$ cat config.mk
export PLATFORM = sky130hd
export DESIGN_NAME = dma_bcnt_stat
export DESIGN_NICKNAME = d
export VERILOG_FILES = /design/src/rtl/dma_bcnt_pkg.sv /design/src/rtl/dma_bcnt_counter.sv /design/src/rtl/dma_bcnt_status.sv /design/src/rtl/dma_bcnt_rdport.sv /design/src/rtl/dma_bcnt_stat.sv
export SDC_FILE = /design/constraint.sdc
export NUM_CORES = 1
export LEC_CHECK = 0
export BUFFER_PORTS_ARGS = -buffer_cell sky130_fd_sc_hd__buf_2
export CAP_MARGIN = 20
export CORE_MARGIN = 8
export CORE_UTILIZATION = 52
export CTS_BUF_LIST = sky130_fd_sc_hd__clkbuf_8 sky130_fd_sc_hd__clkbuf_16
export DETAILED_ROUTE_END_ITERATION = 10
export PLACE_DENSITY = 0.8
export SKIP_CTS_REPAIR_TIMING = 1
export SLEW_MARGIN = 15
export SYNTH_ARGS = -nofsm -noshare
export SYNTH_HDL_FRONTEND = slang
export SYNTH_SLANG_ARGS = --single-unit
$ cat constraint.sdc
create_clock -name clk -period 2.7 [get_ports clk]
set_clock_uncertainty 0.15 [all_clocks]
set_input_delay 0.135 -clock clk [delete_from_list [all_inputs] [get_ports clk]]
set_output_delay 0.135 -clock clk [all_outputs]
set_load 0.02 [all_outputs]
$ cat src/rtl/dma_bcnt_pkg.sv
package dma_bcnt_pkg;

  localparam int DW       = 32;
  localparam int CNT_W    = 24;
  localparam int LEGAL_W  = 20;
  localparam int STEP_W   = 3;
  localparam int DONE_BIT = CNT_W;
  localparam int BUSY_BIT = CNT_W + 1;
  localparam int BERR_BIT = CNT_W + 2;
  localparam int CERR_BIT = CNT_W + 3;
  localparam int IEN_BIT  = DW - 1;

  typedef enum logic [1:0] {
    XSZ_BYTE = 2'd0,
    XSZ_HALF = 2'd1,
    XSZ_WORD = 2'd2,
    XSZ_WRSV = 2'd3
  } xfer_size_e;

  typedef struct packed {
    logic cfg_err;
    logic bus_err;
    logic busy;
    logic done;
  } stat_t;

  function automatic logic [STEP_W-1:0] step_of(input logic [1:0] code);
    case (xfer_size_e'(code))
      XSZ_BYTE: step_of = STEP_W'(1);
      XSZ_HALF: step_of = STEP_W'(2);
      default:  step_of = STEP_W'(4);
    endcase
  endfunction

endpackage

$ cat src/rtl/dma_bcnt_counter.sv
module dma_bcnt_counter #(
  parameter int CNT_W   = 24,
  parameter int LEGAL_W = 20,
  parameter int STEP_W  = 3
) (
  input  logic               clk,
  input  logic               rst,
  input  logic               load,
  input  logic [CNT_W-1:0]   load_val,
  input  logic               dec,
  input  logic [STEP_W-1:0]  step,
  output logic [LEGAL_W-1:0] cnt_q,
  output logic               over_q,
  output logic               is_zero,
  output logic               last_beat
);

  logic [LEGAL_W-1:0] step_ext;

  assign step_ext  = LEGAL_W'(step);
  assign last_beat = (step_ext >= cnt_q);
  assign is_zero   = (cnt_q == '0);

  always_ff @(posedge clk) begin
    if (rst) begin
      cnt_q  <= '0;
      over_q <= 1'b0;
    end else if (load) begin
      cnt_q  <= load_val[LEGAL_W-1:0];
      over_q <= |load_val[CNT_W-1:LEGAL_W];
    end else if (dec) begin
      cnt_q  <= last_beat ? '0 : (cnt_q - step_ext);
    end
  end

endmodule

$ cat src/rtl/dma_bcnt_status.sv
module dma_bcnt_status
  import dma_bcnt_pkg::*;
(
  input  logic  clk,
  input  logic  rst,
  input  logic  clr_all,
  input  logic  start,
  input  logic  xfer,
  input  logic  err,
  input  logic  over,
  input  logic  cnt_zero,
  input  logic  last_beat,
  output stat_t st_q,
  output logic  dec_en
);

  stat_t st_d;

  assign dec_en = st_q.busy && xfer && !err && !clr_all;

  always_comb begin
    st_d = st_q;
    if (clr_all) begin
      st_d = '0;
    end else if (st_q.busy) begin
      if (err) begin
        st_d.busy    = 1'b0;
        st_d.done    = 1'b1;
        st_d.bus_err = 1'b1;
      end else if (xfer && last_beat) begin
        st_d.busy = 1'b0;
        st_d.done = 1'b1;
      end
    end else if (start && !st_q.done) begin
      if (over) begin
        st_d.cfg_err = 1'b1;
        st_d.done    = 1'b1;
      end else if (cnt_zero) begin
        st_d.done = 1'b1;
      end else begin
        st_d.busy = 1'b1;
      end
    end
  end

  always_ff @(posedge clk) begin
    if (rst) st_q <= '0;
    else     st_q <= st_d;
  end

endmodule

$ cat src/rtl/dma_bcnt_rdport.sv
module dma_bcnt_rdport #(
  parameter int DW = 32
) (
  input  logic          clk,
  input  logic          rst,
  input  logic          rd,
  input  logic          addr,
  input  logic [DW-1:0] stat_word,
  input  logic [DW-1:0] ctrl_word,
  output logic [DW-1:0] rdata
);

  always_ff @(posedge clk) begin
    if (rst)     rdata <= '0;
    else if (rd) rdata <= addr ? ctrl_word : stat_word;
  end

endmodule

$ cat src/rtl/dma_bcnt_stat.sv
module dma_bcnt_stat
  import dma_bcnt_pkg::*;
(
  input  logic          clk,
  input  logic          rst,
  input  logic          reg_wr,
  input  logic          reg_rd,
  input  logic          reg_addr,
  input  logic [DW-1:0] reg_wdata,
  output logic [DW-1:0] reg_rdata,
  input  logic          eng_start,
  input  logic          eng_xfer,
  input  logic [1:0]    eng_size,
  input  logic          eng_err,
  output logic          busy,
  output logic          irq
);

  localparam int HI_W  = CNT_W - LEGAL_W;
  localparam int PAD_W = DW - CNT_W - 4;

  stat_t              st;
  logic               wr_stat, clr_all, cnt_load, dec_en;
  logic               ien_q, over_q, cnt_zero, last_beat;
  logic [LEGAL_W-1:0] cnt_q;
  logic [STEP_W-1:0]  step;
  logic [DW-1:0]      stat_word, ctrl_word;
  logic [CNT_W-1:0]   cnt_view;

  assign wr_stat  = reg_wr && (reg_addr == 1'b0);
  assign clr_all  = wr_stat && reg_wdata[DONE_BIT];
  assign cnt_load = wr_stat && !reg_wdata[DONE_BIT] && !st.busy;
  assign step     = step_of(eng_size);

  always_ff @(posedge clk) begin
    if (rst)                        ien_q <= 1'b0;
    else if (reg_wr && reg_addr)    ien_q <= reg_wdata[IEN_BIT];
  end

  dma_bcnt_counter #(
    .CNT_W  (CNT_W),
    .LEGAL_W(LEGAL_W),
    .STEP_W (STEP_W)
  ) u_cnt (
    .clk      (clk),
    .rst      (rst),
    .load     (cnt_load),
    .load_val (reg_wdata[CNT_W-1:0]),
    .dec      (dec_en),
    .step     (step),
    .cnt_q    (cnt_q),
    .over_q   (over_q),
    .is_zero  (cnt_zero),
    .last_beat(last_beat)
  );

  dma_bcnt_status u_stat (
    .clk      (clk),
    .rst      (rst),
    .clr_all  (clr_all),
    .start    (eng_start),
    .xfer     (eng_xfer),
    .err      (eng_err),
    .over     (over_q),
    .cnt_zero (cnt_zero),
    .last_beat(last_beat),
    .st_q     (st),
    .dec_en   (dec_en)
  );

  assign cnt_view  = {{(HI_W-1){1'b0}}, over_q, cnt_q};
  assign stat_word = {{PAD_W{1'b0}}, st.cfg_err, st.bus_err, st.busy, st.done, cnt_view};
  assign ctrl_word = {ien_q, {(DW-1){1'b0}}};

  dma_bcnt_rdport #(.DW(DW)) u_rd (
    .clk      (clk),
    .rst      (rst),
    .rd       (reg_rd),
    .addr     (reg_addr),
    .stat_word(stat_word),
    .ctrl_word(ctrl_word),
    .rdata    (reg_rdata)
  );

  assign busy = st.busy;
  assign irq  = ien_q && st.done;

endmodule

# [Yosys cells after proc, flatten, opt, wreduce, memory -nomap -nowiden]
# Index checks and enable logic that the tools add are counted.
[word_totals] register_bits=58 inputBits=42 out_inout_bits=34
[op_classes] add_sub_neg=1 magnitude_cmp=1 n_eq_ne=2 muxes=13 bitwise=2 reduce_logical=26
[op_table] operator="$mux 20" n=3
[op_table] operator="$mux 32" n=1
[op_table] operator="$ge 3x20->1" n=1
[op_table] operator="$logic_not 20->1" n=1
[op_table] operator="$sub 20x3->20" n=1
[op_table] operator="$logic_and 1x1->1" n=11
[op_table] operator="$mux 2" n=4
[op_table] operator="$pmux 3 s2" n=1
[op_table] operator="$reduce_and 3->1" n=2
[op_table] operator="$logic_not 1->1" n=5
[op_table] operator="$mux 1" n=4
[op_table] operator="$reduce_bool 2->1" n=2
[op_table] operator="$reduce_or 4->1" n=1
[op_table] operator="$ne 3x3->1 const B" n=1
[op_table] operator="$reduce_bool 3->1" n=1
[op_table] operator="$eq 2x1->1 const B" n=1
[op_table] operator="$logic_not 2->1" n=1
[op_table] operator="$not 1->1" n=2
[op_table] operator="$reduce_and 2->1" n=1
[op_table] operator="$reduce_or 2->1" n=1

# [Longest topological paths before layout]
# Gate-level depths: netlist (run 1).
[logic_depth] depth_word=7 ltp_mapped=9 mapped_depth_nobuf=9

# [Cells and area by module]
# From an unflattened synthesis (run 1), not the netlist that was laid out.
[unflattened] hier_cells=344 area_unflattened_um2=3098.0
[modules_own_cells] mod="dma_bcnt_rdport" instances=1 cells_each=142 area_per_inst_um2=1437.6
[modules_own_cells] mod="dma_bcnt_counter" instances=1 cells_each=171 area_per_inst_um2=1392.6
[modules_own_cells] mod="dma_bcnt_status" instances=1 cells_each=20 area_per_inst_um2=175.2
[modules_own_cells] mod="dma_bcnt_stat" instances=1 cells_each=11 area_per_inst_um2=92.6

# [Worst setup path before layout (run 1)]
# No wires, ideal clock.
[synth_path] path_type="register to register" startpoint="reg u_cnt.cnt_q[0]" endpoint="reg u_cnt.cnt_q[3]" setup_time_ns=0.074 arrival_ns=2.227 t_required_ns=2.476 setup_slack_ns=0.249 stages_incl_launch_ff=9 n_path_buf=0 cell_sequence="dfxtp_1 inv_1 ha_1 fa_1 nor2b_1 o22ai_1 a31oi_2 or3b_2 a31oi_1"
[synth_between] elab_chain_cells=4 elab_cells_between_ends=5 cone_classes="add/sub: 1; order compare: 1; mux: 3"
[synth_lines] item="from (decl)" line="dma_bcnt_counter.sv:12" source="output logic [LEGAL_W-1:0] cnt_q,"
[synth_lines] item="from (signal assigned)" line="dma_bcnt_counter.sv:29" source="cnt_q <= load_val[LEGAL_W-1:0];"
[synth_lines] item="from (signal assigned)" line="dma_bcnt_counter.sv:32" source="cnt_q <= last_beat ? '0 : (cnt_q - step_ext);"
[synth_lines] item="$sub 20x3->20 or $ge 3x20->1 (tied branches)" line="dma_bcnt_counter.sv:32, dma_bcnt_counter.sv:21"
[synth_lines] item="$mux 20 *" line="dma_bcnt_counter.sv:32"
[synth_lines] item="$mux 20 *" line="dma_bcnt_counter.sv:31" source="end else if (dec) begin"
[synth_lines] item="$mux 20 *" line="dma_bcnt_counter.sv:28" source="end else if (load) begin"
# Every way passes the cells marked *; elsewhere a longest branch is shown, timed or not. The select of a mux whose other input is x is not followed.
# A chain may end at the register's enable or synchronous reset.

# [Worst setup path in the final report (run 1)]
[layout_path] startpoint="reg u_cnt.cnt_q[12]" endpoint="reg u_cnt.cnt_q[1]"
[layout_between] elab_chain_cells=4
[layout_lines] item="$ge 3x20->1" line="dma_bcnt_counter.sv:21" source="assign last_beat = (step_ext >= cnt_q);"
[layout_lines] item="$mux 20" line="dma_bcnt_counter.sv:32"
[layout_lines] item="$mux 20" line="dma_bcnt_counter.sv:31"
[layout_lines] item="$mux 20" line="dma_bcnt_counter.sv:28"
# No other way between the ends. The select of a mux whose other input is x is not followed.

==> summary.txt, run 1 <==
Drt
  – Wire length per cell: between 15 and 20 microns
  – Detailed-route via count: roughly 2600
  – Post-route ant nets: 0
  – Vias/cell: around 5.6
  – Remaining routing DRC violations: 0
  – Initial DRC Count: about 280
  – TritonRoute pass-1 iters: 4
  – Final WL: 7200 microns

Final layout
  – Final core utilization: 0.664
  – Layout cells sized above 1: 0.251
  – Diodes inserted: 0
  – Layout fillers: roughly 440
  – Most frequent cells in the layout: buf_2 (63), dfxtp_1 (51), a21oi_1 (39)
  – Commonest non-fill, non-tap cell in the layout: buf_2
  – Nets: 435
  – Synth-to-Final Area Change: 24.1%

Clocking
  – CTS Buffer Depth: 2
  – TritonCTS clock tree: done
  – Root buffer cell: clkbuf_8
  – Clk_lat worst skew: around 300 ps
  – Clock sink total: 52
  – H-Tree Level Count: 2
  – Reg clk slew, reported paths: 90 ps
  – Num CTS Buffers: 5

Floorplanning
  – Io pins: between 70 and 80
  – Core box area: 5040 sq um
  – Die area: around 7700 sq um
  – Initial Utilization: 0.535
  – Die X-Extent: 88.0 microns
  – FP Rows: 26
  – Die Span Y: a little under 90 microns

Setup path
  – R2r setup slk: 150 ps
  – Buf/Inv on CP: 2
  – Top delay family on crit path: simple AND/OR/NAND/NOR gates
  – Crit-path max FO: 8
  – Crit Reg-Reg Startpoint: u_cnt.cnt_q[12]
  – CP required: between 2000 and 3000 ps
  – Slowest-stage cell, CP: or4_4
  – R2r endpoint: u_cnt.cnt_q[1]
  – Critical Path End Type: flip-flop
  – FF-to-FF path depth: 7
  – Slowest cell delay on critical path: ~600 ps
  – CP Class: flip-flop to flip-flop
  – Critical-path cell list: or4_4 > nor2_1 > a31oi_2 > buf_4 > buf_4 > a222oi_1 > nor2_1
  – Arrival time worst endpoint: around 2600 ps
  – Startpoint types: flip-flop

Timing
  – FMAX: roughly 390 MHz
  – Worst slew pin tran: around 750 ps
  – Fin. max-slew vios: 0
  – Setup violations, final: 0
  – Final worst path period need: around 2500 ps
  – Final Hold Viols: 2
  – Worst hold slack: -10.3 ps
  – RSZ-0062 raised after global routing: no
  – Fin crit share: 0.944
  – Total negative slack: 0 ps
  – Slew margin rel.: 0.500

Synthesis
  – Mapped cell area: 2700 sq um
  – Seq cells post-synth: 52
  – Synth Warn #: 0
  – Ys async rst share: 0
  – Mapped Avg Cell Area: between 8 and 9 sq um
  – Post-Syn Instances: ~310
  – Post-synth EDFFs: 0
  – Largest cells by area after synthesis: dfxtp_1 (39%), nand3b_1 (7.8%), a21oi_1 (7.2%)
  – Most used DFF post-synth: dfxtp_1
  – Synth area leader: dfxtp_1
  – Post-synthesis sequential area ratio: 0.386
  – Number of unique standard cell types used by synthesis: 50
  – Top cell type's share of synthesized area: 0.386

Pwr
  – LEAKAGE: about 1.3 nW
  – Max VDD drop: between 0.2 and 0.3 mV
  – Pwr/cell area: roughly 600 nW/um^2

Global routing
  – GRT overflow: 0
  – Vias in the first global route: between 2000 and 2500
  – Initial antenna violation count: 0
  – GRT Util Overall: 0.180
  – Largest net degree at the start of global routing: between 50 and 60
  – First-pass GRT wire length: approximately 11000 microns

Place
  – Post-detail-place hpwl: a little under 5000 microns
  – Routability cong.: between 0.8 and 0.9
  – Port bufs: between 60 and 70

Outcome
  – Status: complete, but fails checks
  – Failing checks: negative hold slack

Hold path
  – Worst Hold Launch: reg_wdata[19]
  – Worst hold-check path type: input pin to flip-flop
  – Hold endpoint: u_cnt.cnt_q[19]
  – Hold Path Depth: 3

Job
  – MaxCap Viol Count: 0
flip-flops by register name, indices dropped and copies added (netlist names):
name and flops:
ien_q 1, u_rd.rdata 26, u_cnt.over_q 1, u_cnt.cnt_q 20, u_stat.st_q 4
layer usage:
layer / GRT usage / wire (microns)
met1: 0.236 / 3300
met3: 0.0375 / 540
met4: 0.0722 / 78
met5: 0 / 0
met2: 0.280 / 3280
report_power, final:
part / internal [W] / switching, W
sequential: 0.000821 / 0.0000710
combinational: 0.000312 / 0.000360
clock: 0.000208 / 0.000258
total: 0.00134 / 0.000689
per-stage QoR:
| stage | setup slack (ps) | area, sq um | power (W) | cells | hold slack (ps) |
|---|---|---|---|---|---|
| global route | 22.4 | 3350 | 0.00216 | 460 | -0.648 |
| detailed placement | 116 | 3080 | 0.00155 | 435 | 230 |
| CTS | 95.9 | 3180 | 0.00202 | 443 | -98.0 |
| floorplan | 249 | 2720 | 0.00137 | 319 | 121 |
| finish | 150 | 3350 | 0.00203 | 460 | -10.3 |
| global placement | 209 | 3080 | 0.00153 | 435 | 227 |
worst register-to-register path, cell delays in order, from the launching register on:
cell and delay [ps]:
dfxtp_1 410, or4_4 600, nor2_1 380, a31oi_2 210, buf_4 170, buf_4 120, a222oi_1 320, nor2_1 70
how the worst max path moves through the flow:
stage	end	cells after the start	slack [ps]	start
final	u_cnt.cnt_q[1]	7	150	u_cnt.cnt_q[12]
after global placement	u_cnt.cnt_q[3]	8	210	u_cnt.cnt_q[0]
after CTS	u_cnt.cnt_q[3]	8	100	u_cnt.cnt_q[0]
after floorplan	u_cnt.cnt_q[3]	8	250	u_cnt.cnt_q[0]
after detailed placement	u_cnt.cnt_q[3]	8	120	u_cnt.cnt_q[0]
after global routing	u_cnt.cnt_q[0]	7	20	u_cnt.cnt_q[12]
synth_stat cells, types with 2 or more instances:
cell type,n
nor2_1,12
buf_1,4
nand2_1,13
a31oi_1,6
or4_4,2
o22ai_1,11
xnor2_1,10
buf_4,6
dfxtp_1,52
ha_1,3
nor3_1,6
a22oi_1,10
o31a_1,2
a222oi_1,3
or3_1,3
a221oi_1,4
or4_1,3
nor4_1,10
nand4_1,2
xor2_1,2
o21ai_0,2
clkbuf_1,16
a21oi_1,39
inv_1,7
nand2b_1,27
nand3_1,8
nand3b_1,28
cells by family after synthesis:
kind of cell,count (synthesis),share of synthesized area
AND/OR/NAND/NOR,126,0.295
AO/OA/AOI/OAI,83,0.195
flip-flops,52,0.386
buffers and inverters,36,0.0622
XOR/XNOR,12,0.0390
adder cells (fa/ha/maj),4,0.0213
other,1,0.00139
area by class of cell:
class	instances	area, sq um	share of cell area
Inverter	7	26.3	0.00785
Timing Repair Buffer	92	573	0.171
Sequential cell	52	1040	0.312
Clock buffer	6	82.6	0.0247
Clock inverter	2	15.0	0.00449
Multi-Input combinational cell	231	1520	0.454
Tap cell	70	87.6	0.0262
No activity file was read; power rests on OpenSTA's default activity.
==> run 2: changes to the inputs <==
Settings changed: CORE_MARGIN 8 to 2, CORE_UTILIZATION 52 to 56, PLACE_DENSITY 0.8 to 0.85.
Clock period 2.7 ns to 3 ns, I/O delays scaled along.
==> summary.txt, run 2 (synthesis results as in run 1) <==
Drt
  – Wire length per cell: 14.7 microns (-6.0%)
  – TritonRoute pass-1 iters: 4 (unchanged)
  – Detailed-route via count: 2553 (-1.3%)
  – Initial DRC Count: 200 (-28%)
  – Vias/cell: 5.94 (+5.6%)
  – Final WL: 6330 microns (-12%)
  – Post-route ant nets: 0 (unchanged)
  – Remaining routing DRC violations: 0 (unchanged)

Setup path
  – R2r endpoint: u_cnt.cnt_q[3]
  – Crit-path max FO: 7 (-1)
  – FF-to-FF path depth: 8 (+1)
  – Startpoint types: flip-flop
  – Arrival time worst endpoint: 2890 ps (+310 ps)
  – Capture point of the worst path: u_cnt.cnt_q[3]
  – Crit Reg-Reg Startpoint: u_cnt.cnt_q[0]
  – CP required: 3090 ps (+360 ps)
  – CP Class: flip-flop to flip-flop
  – Critical Path End Type: flip-flop
  – R2r setup slk: 200 ps (+50 ps)
  – CP startpoint: u_cnt.cnt_q[0]

Timing
  – Final worst path period need: 2800 ps (+251 ps)
  – Fin. max-slew vios: 0 (unchanged)
  – Worst slew pin tran: 749 ps (-1.09 ps)
  – RSZ-0062 raised after global routing: no
  – Worst hold slack: -33.8 ps (-23.5 ps)
  – Setup violations, final: 0 (unchanged)
  – Slew margin rel.: 0.501 (+0.000663)
  – Fin crit share: 0.934 (-0.0108)
  – Total negative slack: 0 ps (unchanged)
  – FMAX: 357 MHz (-9.0%)
  – Final Hold Viols: 3 (+1)

Hold path
  – Worst hold-check path type: input pin to flip-flop

Pwr
  – Final Power: 0.00180 W (-11%)
  – Pwr/cell area: 561 nW/um^2 (-7.5%)
  – LEAKAGE: 1.25 nW (-4.3%)
  – Max VDD drop: 0.286 mV (-4.7%)

Final layout
  – Reg with most FFs: u_rd.rdata
  – Commonest non-fill, non-tap cell in the layout: buf_2
  – Diodes inserted: 0 (unchanged)
  – Max reg flops: 26 (unchanged)
  – Largest regs: u_rd.rdata x26, u_cnt.cnt_q x20, u_stat.st_q x4
  – Final core utilization: 0.685 (+0.0213)
  – Nets: 422 (-3.0%)
  – Layout fillers: 367 (-16%)
  – Synth-to-Final Area Change: 19.2%
  – Layout cells sized above 1: 0.234 (-0.0172)
  – Most frequent cells in the layout: buf_2 (63), dfxtp_1 (52), a21oi_1 (39)

Floorplanning
  – Die X-Extent: 73.4 microns (-17%)
  – FP Rows: 25 (-3.8%)
  – Die area: 5390 sq um (-30%)
  – Core box area: 4690 sq um (-6.9%)
  – Io pins: 76 (unchanged)
  – Die Span Y: 73.4 microns (-17%)
  – Initial Utilization: 0.575 (+0.0399)

Job
  – MaxCap Viol Count: 0 (unchanged)

Place
  – Port bufs: 63 (unchanged)
  – Routability cong.: 0.842 (+3.2%)
  – Post-detail-place hpwl: 4210 microns (-15%)

Clocking
  – H-Tree Level Count: 2 (unchanged)
  – Reg clk slew, reported paths: 90 ps (about the same)
  – Clk_lat worst skew: 310 ps (about the same)
  – Num CTS Buffers: 5 (unchanged)
  – Root buffer cell: clkbuf_8
  – TritonCTS clock tree: done
  – Clock sink total: 52 (unchanged)
  – CTS Buffer Depth: 2 (unchanged)

Outcome
  – Failing checks: negative hold slack
  – Status: complete, but fails checks

Global routing
  – Vias in the first global route: 2114 (-13%)
  – GRT overflow: 0 (unchanged)
  – Initial antenna violation count: 0 (unchanged)
  – GRT Util Overall: 0.228 (+0.0484)
  – Largest net degree at the start of global routing: 53 (unchanged)
  – First-pass GRT wire length: 9690 microns (-14%)
## run 2: changes by cell type in the layout (fill, tap and decap cells not counted), sizes merged
| cell | change |
|---|---|
| buf | -8 |
| dlygate4sd3 | -5 |
| clkinvlp | -2 |
| clkbuf | +1 |
## run 2: metal layers
layer / track usage / vias up / routed length [microns]
met1: 0.321 / 1207 / 2910
met5: 0 / - / 0
met3: 0.0480 / 5 / 330
met2: 0.356 / 83 / 3010
met4: 0.0646 / 0 / 68
li1: - / 1258 / -
## run 2: final cells by class
cell class / count / area (sq um) / area share
Timing Repair Buffer: 79 / 463 / 0.144
Clock buffer: 7 / 96.3 / 0.0300
Inverter: 7 / 26.3 / 0.00818
Tap cell: 54 / 67.6 / 0.0210
Multi-Input combinational cell: 231 / 1520 / 0.473
Sequential cell: 52 / 1040 / 0.324
## run 2: through the flow
step | setup slack [ps] | area, sq um | instances | hold WS, ps
floorplan | 549 | 2720 | 319 | 136
global route | 20.2 | 3210 | 430 | 0.506
CTS | 206 | 3100 | 419 | -74.3
detailed placement | 241 | 3010 | 412 | 257
finish | 199 | 3210 | 430 | -33.8
global placement | 341 | 3010 | 412 | 253
## run 2: power by group
group | switching [W] | internal, W
clock network | 0.000220 | 0.000206
registers | 0.0000667 | 0.000738
logic | 0.000316 | 0.000256
total | 0.000602 | 0.00120
## run 2: how the worst min path moves through the flow
stage,endpoint,cells after the start,slack [ps],from
finish,u_cnt.cnt_q[1],3,-30,reg_wdata[1]
floorplan,u_cnt.cnt_q[11],2,140,reg_wdata[11]
CTS,u_cnt.cnt_q[6],3,-70,reg_wdata[6]
global route,u_stat.st_q[1],3,0.5,eng_start
detailed placement,u_cnt.cnt_q[6],3,260,reg_wdata[6]
global placement,u_cnt.cnt_q[6],3,250,reg_wdata[6]
## run 2: critical path, stage by stage, from the launching register on
cell and delay [ps]:
dfxtp_1 380, inv_1 60, ha_1 220, fa_1 410, nor2b_1 300, o22ai_1 200, a31oi_2 400, or3b_2 480
a31oi_1 130
